==> config.mk <==
export PLATFORM = sky130hd
export DESIGN_NAME = pcm_sym_pwm
export DESIGN_NICKNAME = d
export VERILOG_FILES = /design/src/rtl/pcm_pwm_pkg.sv /design/src/rtl/pcm_period_ctr.sv /design/src/rtl/pcm_action_qual.sv /design/src/rtl/pcm_pulse_replay.sv /design/src/rtl/pcm_deadband.sv /design/src/rtl/pcm_sym_pwm.sv
export SDC_FILE = /design/constraint.sdc
export NUM_CORES = 1
export LEC_CHECK = 0
export CAP_MARGIN = 20
export CELL_PAD_IN_SITES_DETAIL_PLACEMENT = 1
export CELL_PAD_IN_SITES_GLOBAL_PLACEMENT = 2
export CORE_UTILIZATION = 32
export CTS_BUF_LIST = sky130_fd_sc_hd__clkbuf_8
export CTS_CLUSTER_SIZE = 14
export DETAILED_ROUTE_END_ITERATION = 8
export DONT_BUFFER_PORTS = 1
export PLACE_DENSITY_LB_ADDON = 0.3
export SLEW_MARGIN = 0
export SYNTH_ARGS = -nofsm -noshare
export SYNTH_HDL_FRONTEND = slang
export SYNTH_SLANG_ARGS = --single-unit
==> constraint.sdc <==
create_clock -name clk -period 9.19 [get_ports clk]
set_input_delay 0.919 -clock clk [delete_from_list [all_inputs] [get_ports clk]]
set_output_delay 0.919 -clock clk [all_outputs]
set_load 0.1 [all_outputs]
==> src/rtl/pcm_pwm_pkg.sv <==
package pcm_pwm_pkg;

    typedef enum logic [1:0] {
        AQ_HOLD      = 2'd0,
        AQ_SET       = 2'd1,
        AQ_TRIP_CLR  = 2'd2,
        AQ_LIMIT_CLR = 2'd3
    } aq_act_e;

    typedef struct packed {
        logic lo;
        logic hi;
    } phase_pair_t;

    localparam int NUM_PHASES = 2;

    // Clamp the requested on-time into 1 .. period/2-1.
    function automatic int duty_limit(int max_duty, int period);
        int top;
        top = (period / 2) - 1;
        if (top < 1) top = 1;
        if (max_duty < 1) return 1;
        if (max_duty > top) return top;
        return max_duty;
    endfunction

endpackage

==> src/rtl/pcm_period_ctr.sv <==
module pcm_period_ctr #(
    parameter int CNT_W = 12
) (
    input  logic             clk,
    input  logic             rst,
    input  logic [CNT_W-1:0] period_i,
    output logic [CNT_W-1:0] ctr_o,
    output logic             zero_o,
    output logic [CNT_W-1:0] half_o
);
    logic [CNT_W-1:0] ctr_q;
    logic [CNT_W-1:0] last_val;

    assign last_val = period_i - 1'b1;

    always_ff @(posedge clk) begin
        if (rst) begin
            ctr_q <= '0;
        end else if (ctr_q >= last_val) begin
            ctr_q <= '0;
        end else begin
            ctr_q <= ctr_q + 1'b1;
        end
    end

    assign ctr_o  = ctr_q;
    assign zero_o = (ctr_q == '0);
    assign half_o = period_i >> 1;

    assert_wrap_R1: assert property (@(posedge clk) disable iff (rst)
        (ctr_q >= last_val) |=> (ctr_q == '0))
        else $error("counter did not wrap");

endmodule

==> src/rtl/pcm_action_qual.sv <==
module pcm_action_qual
    import pcm_pwm_pkg::*;
#(
    parameter int CNT_W = 12
) (
    input  logic             clk,
    input  logic             rst,
    input  logic [CNT_W-1:0] ctr_i,
    input  logic             zero_i,
    input  logic [CNT_W-1:0] period_i,
    input  logic [CNT_W-1:0] max_duty_i,
    input  logic             cmp_trip_i,
    output logic             hs_o,
    output logic [CNT_W-1:0] width_o,
    output logic             width_vld_o
);
    logic             hs_q;
    logic             armed_q;
    logic [CNT_W-1:0] width_q;
    logic             vld_q;
    logic [CNT_W-1:0] lim;
    aq_act_e          act;

    assign lim = CNT_W'(duty_limit(int'(max_duty_i), int'(period_i)));

    always_comb begin
        act = AQ_HOLD;
        if (zero_i) begin
            act = AQ_SET;
        end else if (armed_q && hs_q && cmp_trip_i) begin
            act = AQ_TRIP_CLR;
        end else if (armed_q && hs_q && (ctr_i >= lim)) begin
            act = AQ_LIMIT_CLR;
        end
    end

    always_ff @(posedge clk) begin
        if (rst) begin
            hs_q    <= 1'b0;
            armed_q <= 1'b0;
            width_q <= '0;
            vld_q   <= 1'b0;
        end else begin
            case (act)
                AQ_SET: begin
                    hs_q    <= 1'b1;
                    armed_q <= 1'b1;
                end
                AQ_TRIP_CLR, AQ_LIMIT_CLR: begin
                    hs_q    <= 1'b0;
                    armed_q <= 1'b0;
                    width_q <= ctr_i;
                    vld_q   <= 1'b1;
                end
                default: ;
            endcase
        end
    end

    assign hs_o        = hs_q;
    assign width_o     = width_q;
    assign width_vld_o = vld_q;

    assert_set_at_zero_R2: assert property (@(posedge clk) disable iff (rst)
        zero_i |=> hs_q)
        else $error("high side not set after zero");

    assert_trip_clears_R3: assert property (@(posedge clk) disable iff (rst)
        (hs_q && armed_q && cmp_trip_i && !zero_i) |=> (!hs_q && width_q == $past(ctr_i)))
        else $error("trip did not clear or capture");

    assert_stay_low_R4: assert property (@(posedge clk) disable iff (rst)
        (!hs_q && !zero_i) |=> !hs_q)
        else $error("high side re-set inside cycle");

    assert_width_nonzero_R5: assert property (@(posedge clk) disable iff (rst)
        vld_q |-> (width_q != '0))
        else $error("zero width captured");

endmodule

==> src/rtl/pcm_pulse_replay.sv <==
module pcm_pulse_replay #(
    parameter int CNT_W = 12
) (
    input  logic             clk,
    input  logic             rst,
    input  logic [CNT_W-1:0] ctr_i,
    input  logic             zero_i,
    input  logic [CNT_W-1:0] half_i,
    input  logic [CNT_W-1:0] width_i,
    input  logic             width_vld_i,
    output logic             lo_o
);
    logic           lo_q;
    logic [CNT_W:0] end_cnt;
    logic           start_hit;

    assign end_cnt   = {1'b0, half_i} + {1'b0, width_i};
    assign start_hit = (ctr_i == half_i) && width_vld_i && (width_i != '0);

    always_ff @(posedge clk) begin
        if (rst) begin
            lo_q <= 1'b0;
        end else if (zero_i) begin
            lo_q <= 1'b0;
        end else if (start_hit) begin
            lo_q <= 1'b1;
        end else if (lo_q && ({1'b0, ctr_i} >= end_cnt)) begin
            lo_q <= 1'b0;
        end
    end

    assign lo_o = lo_q;

    assert_lo_start_R6: assert property (@(posedge clk) disable iff (rst)
        $rose(lo_q) |-> ($past(ctr_i) == $past(half_i)))
        else $error("low side started off half period");

endmodule

==> src/rtl/pcm_deadband.sv <==
module pcm_deadband #(
    parameter int DB_W = 8
) (
    input  logic            clk,
    input  logic            rst,
    input  logic            raw_i,
    input  logic [DB_W-1:0] db_i,
    output logic            out_o
);
    logic [DB_W-1:0] cnt_q;

    always_ff @(posedge clk) begin
        if (rst) begin
            cnt_q <= '0;
        end else if (!raw_i) begin
            cnt_q <= '0;
        end else if (cnt_q < db_i) begin
            cnt_q <= cnt_q + 1'b1;
        end
    end

    assign out_o = raw_i && (cnt_q >= db_i);

    assert_rise_delayed_R7: assert property (@(posedge clk) disable iff (rst)
        ($rose(raw_i) && db_i != '0) |-> !out_o)
        else $error("rising edge not delayed");

    assert_fall_immediate_R7: assert property (@(posedge clk) disable iff (rst)
        !raw_i |-> !out_o)
        else $error("falling edge delayed");

endmodule

==> src/rtl/pcm_sym_pwm.sv <==
module pcm_sym_pwm
    import pcm_pwm_pkg::*;
#(
    parameter int CNT_W = 12,
    parameter int DB_W  = 8
) (
    input  logic             clk,
    input  logic             rst,
    input  logic [CNT_W-1:0] period_i,
    input  logic [CNT_W-1:0] max_duty_i,
    input  logic             cmp_trip_i,
    input  logic [DB_W-1:0]  db_count_i,
    input  logic             tz_fault_i,
    output logic             gate_hi_o,
    output logic             gate_lo_o
);
    logic [CNT_W-1:0] ctr;
    logic             ctr_zero;
    logic [CNT_W-1:0] half_val;
    logic [CNT_W-1:0] width;
    logic             width_vld;
    phase_pair_t      raw_pair;
    logic [NUM_PHASES-1:0] raw_vec;
    logic [NUM_PHASES-1:0] dly_vec;
    logic             tz_hold_q;
    logic             block;

    pcm_period_ctr #(.CNT_W(CNT_W)) u_ctr (
        .clk      (clk),
        .rst      (rst),
        .period_i (period_i),
        .ctr_o    (ctr),
        .zero_o   (ctr_zero),
        .half_o   (half_val)
    );

    pcm_action_qual #(.CNT_W(CNT_W)) u_aq (
        .clk         (clk),
        .rst         (rst),
        .ctr_i       (ctr),
        .zero_i      (ctr_zero),
        .period_i    (period_i),
        .max_duty_i  (max_duty_i),
        .cmp_trip_i  (cmp_trip_i),
        .hs_o        (raw_pair.hi),
        .width_o     (width),
        .width_vld_o (width_vld)
    );

    pcm_pulse_replay #(.CNT_W(CNT_W)) u_replay (
        .clk         (clk),
        .rst         (rst),
        .ctr_i       (ctr),
        .zero_i      (ctr_zero),
        .half_i      (half_val),
        .width_i     (width),
        .width_vld_i (width_vld),
        .lo_o        (raw_pair.lo)
    );

    assign raw_vec = raw_pair;

    for (genvar g = 0; g < NUM_PHASES; g++) begin : g_db
        pcm_deadband #(.DB_W(DB_W)) u_db (
            .clk   (clk),
            .rst   (rst),
            .raw_i (raw_vec[g]),
            .db_i  (db_count_i),
            .out_o (dly_vec[g])
        );
    end

    // Fault lockout: set by the fault, released only at a counter zero.
    always_ff @(posedge clk) begin
        if (rst) begin
            tz_hold_q <= 1'b0;
        end else if (tz_fault_i) begin
            tz_hold_q <= 1'b1;
        end else if (ctr_zero) begin
            tz_hold_q <= 1'b0;
        end
    end

    assign block     = tz_fault_i | tz_hold_q;
    assign gate_hi_o = dly_vec[0] & ~block;
    assign gate_lo_o = dly_vec[1] & ~block & ~dly_vec[0];

    assert_no_overlap_R8: assert property (@(posedge clk) disable iff (rst)
        !(gate_hi_o && gate_lo_o))
        else $error("both gates high");

    assert_tz_low_R9: assert property (@(posedge clk) disable iff (rst)
        tz_fault_i |-> (!gate_hi_o && !gate_lo_o))
        else $error("fault did not force low");

    assert_tz_hold_R10: assert property (@(posedge clk) disable iff (rst)
        (tz_hold_q && !ctr_zero) |=> (tz_hold_q && !gate_hi_o && !gate_lo_o))
        else $error("lockout released early");

    assert_reset_R11: assert property (@(posedge clk)
        rst |=> (!gate_hi_o && !gate_lo_o))
        else $error("gates high after reset");

endmodule

==> out/results.tsv <==
metric	value	unit
ys_seq_elements	44	
yosys.cell_types.count	65	
num_antenna_cells	0	
drive_above_1_share	4.64	%
finalSetupViolations	0	
max_freq	0.170	GHz
grt_usage	18.8	%
rsz0062_at_grt	no	
ys_seq_area_share	18.0	%
irDropWorstVdd	0.0580	mV
grt_pass1_vias	4572	
drc	4	
cts_root_buf	clkbuf_8	
met3_length	328	um
layout_commonest_cell	ha_1	
areaGrowthSynthToFinish	5.24	%
r2r_end	u_replay.lo_o	
synth-main-ff-cell	dfxtp_1	
clock-sinks	44	
finalMaxSlewViolations	0	
wl_per_cell	18.6	um
clk_path_buf_depth	2	
tightest_slew	1.11	ns
drtAntennaViolNets	0	
powerDensity	114	nW/um^2
synth_cells	597	
post-dp-hpwl	11500	um
fill_cells	1749	
start_util	33.3	%
critical_path_required	9.42	ns
finClkSkew	0.00484	ns
wl_met2	6960	um
layout_worst_path_cycle_share	64.0	%
portBuffers	0	
viasPerCell	5.62	
hold_class	reg2reg	
hold_viol	0	
cts_tree	yes	
htree_levels	2	
drt-initial-drc-count	141	
critPathTopFamily	compound AO/OA/AOI/OAI gates	
final_area	5150	sq um
synth_edf_count	0	
ys_warn_count	0	
arrival	6.11	ns
cts_hold_buffers	0	
die_h	126	um
relSlewSlack	26.3	%
die_area	15800	sq um
end_kind	flop	
synth_nets	717	
final_cell_mix	ha_1, nand2_1, a21oi_1, dfxtp_1, inv_1	
rows	44	
wl	14200	um
pre_cts_ws	2.95	ns
cp-startpoint	period_i[1]	
core_area	14700	sq um
drtPass1Iterations	6	
die_x	126	um
finalSetupTns	0	ns
cp-endpoint	u_aq.width_o[5]	
crit_path_frequent_cell	ha_1	
fin_crit	5.88	ns
finalWeightedCongestion	0.828	
vias	4302	
path_buf_inv	1	
gr-total-overflow	0	
r2r_slack	5.58	ns
avgSynthCellArea	8.19	sq um
clk_latency	0.30	ns
r2r-start	u_aq.width_o[0]	
met1_length	6750	um
status	finished, violations left	
num-nets-final	701	
cts_resized	0	
cp_cell_sequence	inv_1 -> ha_1 -> or3b_4 -> nor4b_2 -> o21ai_1 -> a211oi_2 -> or3_1 -> ha_1 -> nor2b_1 -> o211ai_1 -> a211o_1 -> o2111a_1 -> nor2_4 -> mux2_2 -> ha_1 -> nand4_1 -> nor3_1 -> a2111oi_4 -> a21oi_2 -> mux2i_1	
syn-cell-area	4890	sq um
critical_path_depth	20	
p_leak	2.18	nW
place_area	5030	sq um
reg2reg_depth	14	
synthArstFlopShare	0	%
cts.clk_slew.worst_paths	0.09	ns
slowest_stage	a21oi_2	
maxCapViolations	0	
cts_setup_buffers	0	
grt_max_degree	27	
fin_ws	3.31	ns
maxUsedRoutingLayer	met4	
io_pins	38	
violations	DRC	
crit_path_start_kind	primary input	
antenna_found_initial	0	
worstSetupPathType	in2reg	
cts_buffers	5	
grt_pass1_wl	23900	um
max_stage_delay	0.72	ns
cp_max_fo	13	
==> cell usage after synthesis (6+ instances only) <==
| cell | instances | area, sq um |
|---|---|---|
| nor4_1 | 16 | 100 |
| ha_1 | 83 | 1040 |
| o21a_1 | 10 | 75.1 |
| a21o_1 | 16 | 120 |
| nand2_1 | 57 | 214 |
| nand4_1 | 19 | 119 |
| nand3_1 | 22 | 110 |
| o21ai_0 | 19 | 95.1 |
| dfxtp_1 | 44 | 881 |
| a21oi_1 | 46 | 230 |
| o31ai_1 | 9 | 67.6 |
| xnor2_1 | 25 | 219 |
| mux2i_1 | 26 | 260 |
| clkbuf_1 | 18 | 67.6 |
| or4_1 | 7 | 52.6 |
| nand2b_1 | 10 | 62.6 |
| and3_1 | 6 | 37.5 |
| inv_1 | 28 | 105 |
| nor3_1 | 12 | 60.1 |
| xor2_1 | 23 | 201 |
| nor2_1 | 25 | 93.8 |
| nor2b_1 | 8 | 50.1 |
==> power breakdown <==
part | internal [mW] | leakage (nW) | switching (mW) | total, mW
clock network | 0.0820 | 0.0548 | 0.0740 | 0.156
registers | 0.204 | 0.356 | 0.0344 | 0.238
logic | 0.0900 | 1.77 | 0.102 | 0.192
==> metal layers <==
layer | track usage [%] | up-vias
li1 | - | 2160
met1 | 24.3 | 2079
met2 | 33.2 | 51
met3 | 2.25 | 12
met4 | 4.30 | 0
met5 | 0 | -
==> worst min path at each step <==
stage	startpoint	end	slack (ns)	cells after the start
3_3_place_gp	u_aq.width_vld_o	u_aq.width_vld_o	0.46	1
3_5_place_dp	g_db[1].u_db.cnt_q[7]	g_db[1].u_db.cnt_q[7]	0.47	2
6_report	g_db[1].u_db.cnt_q[7]	g_db[1].u_db.cnt_q[7]	0.48	2
2_1_floorplan	u_aq.width_vld_o	u_aq.width_vld_o	0.43	1
5_1_grt	g_db[0].u_db.cnt_q[7]	g_db[0].u_db.cnt_q[7]	0.51	2
4_1_cts	g_db[1].u_db.cnt_q[7]	g_db[1].u_db.cnt_q[7]	0.49	2
==> stage by stage <==
step                      util [%]  instances  power (mW)  hold WS [ns]
final                         35.0        766       0.586         0.485
after CTS                     35.0        766       0.593         0.489
after detailed placement      34.2        758       0.434         0.473
after global routing          35.0        766       0.631         0.510
after global placement        34.2        758       0.423         0.457
after floorplan                  -        597       0.385         0.432
==> layout make-up <==
cell class                      instances  area, sq um  share of cell area, %
Clock buffer                            5         68.8                   1.34
Clock inverter                          3         46.3                  0.899
Timing Repair Buffer                    2         32.5                  0.632
Tap cell                              184          230                   4.47
Multi-Input combinational cell        499         3780                   73.4
Sequential cell                        44          881                   17.1
Inverter                               29          109                   2.11
==> worst reg2reg max path: cells and delay by family (launching register included) <==
family	cells	cell delay, ns
AND/OR/NAND/NOR	2	0.16
AO/OA/AOI/OAI	8	1.87
XOR/XNOR	1	0.21
adder cells (fa/ha/maj)	3	0.94
flip-flops	1	0.36
==> flip-flops by register name, indices dropped and copies added, names as in the netlist <==
name / flops
g_db.u_db.cnt_q: 16
u_aq.width_vld_o: 1
u_aq.hs_o: 1
u_ctr.ctr_o: 12
u_replay.lo_o: 1
u_aq.width_o: 12
tz_hold_q: 1
==> kinds of logic after synthesis <==
kind of cell / count (synthesis) / synth area share [%]
simple gates: 208 / 23.3
compound gates: 131 / 18.0
fa+ha+maj: 84 / 21.6
buf+inv: 54 / 4.81
xor+xnor: 48 / 8.60
flops: 44 / 18.0
mux: 27 / 5.55
other cells: 1 / 0.0767
Power figures use the tool's default switching activity.
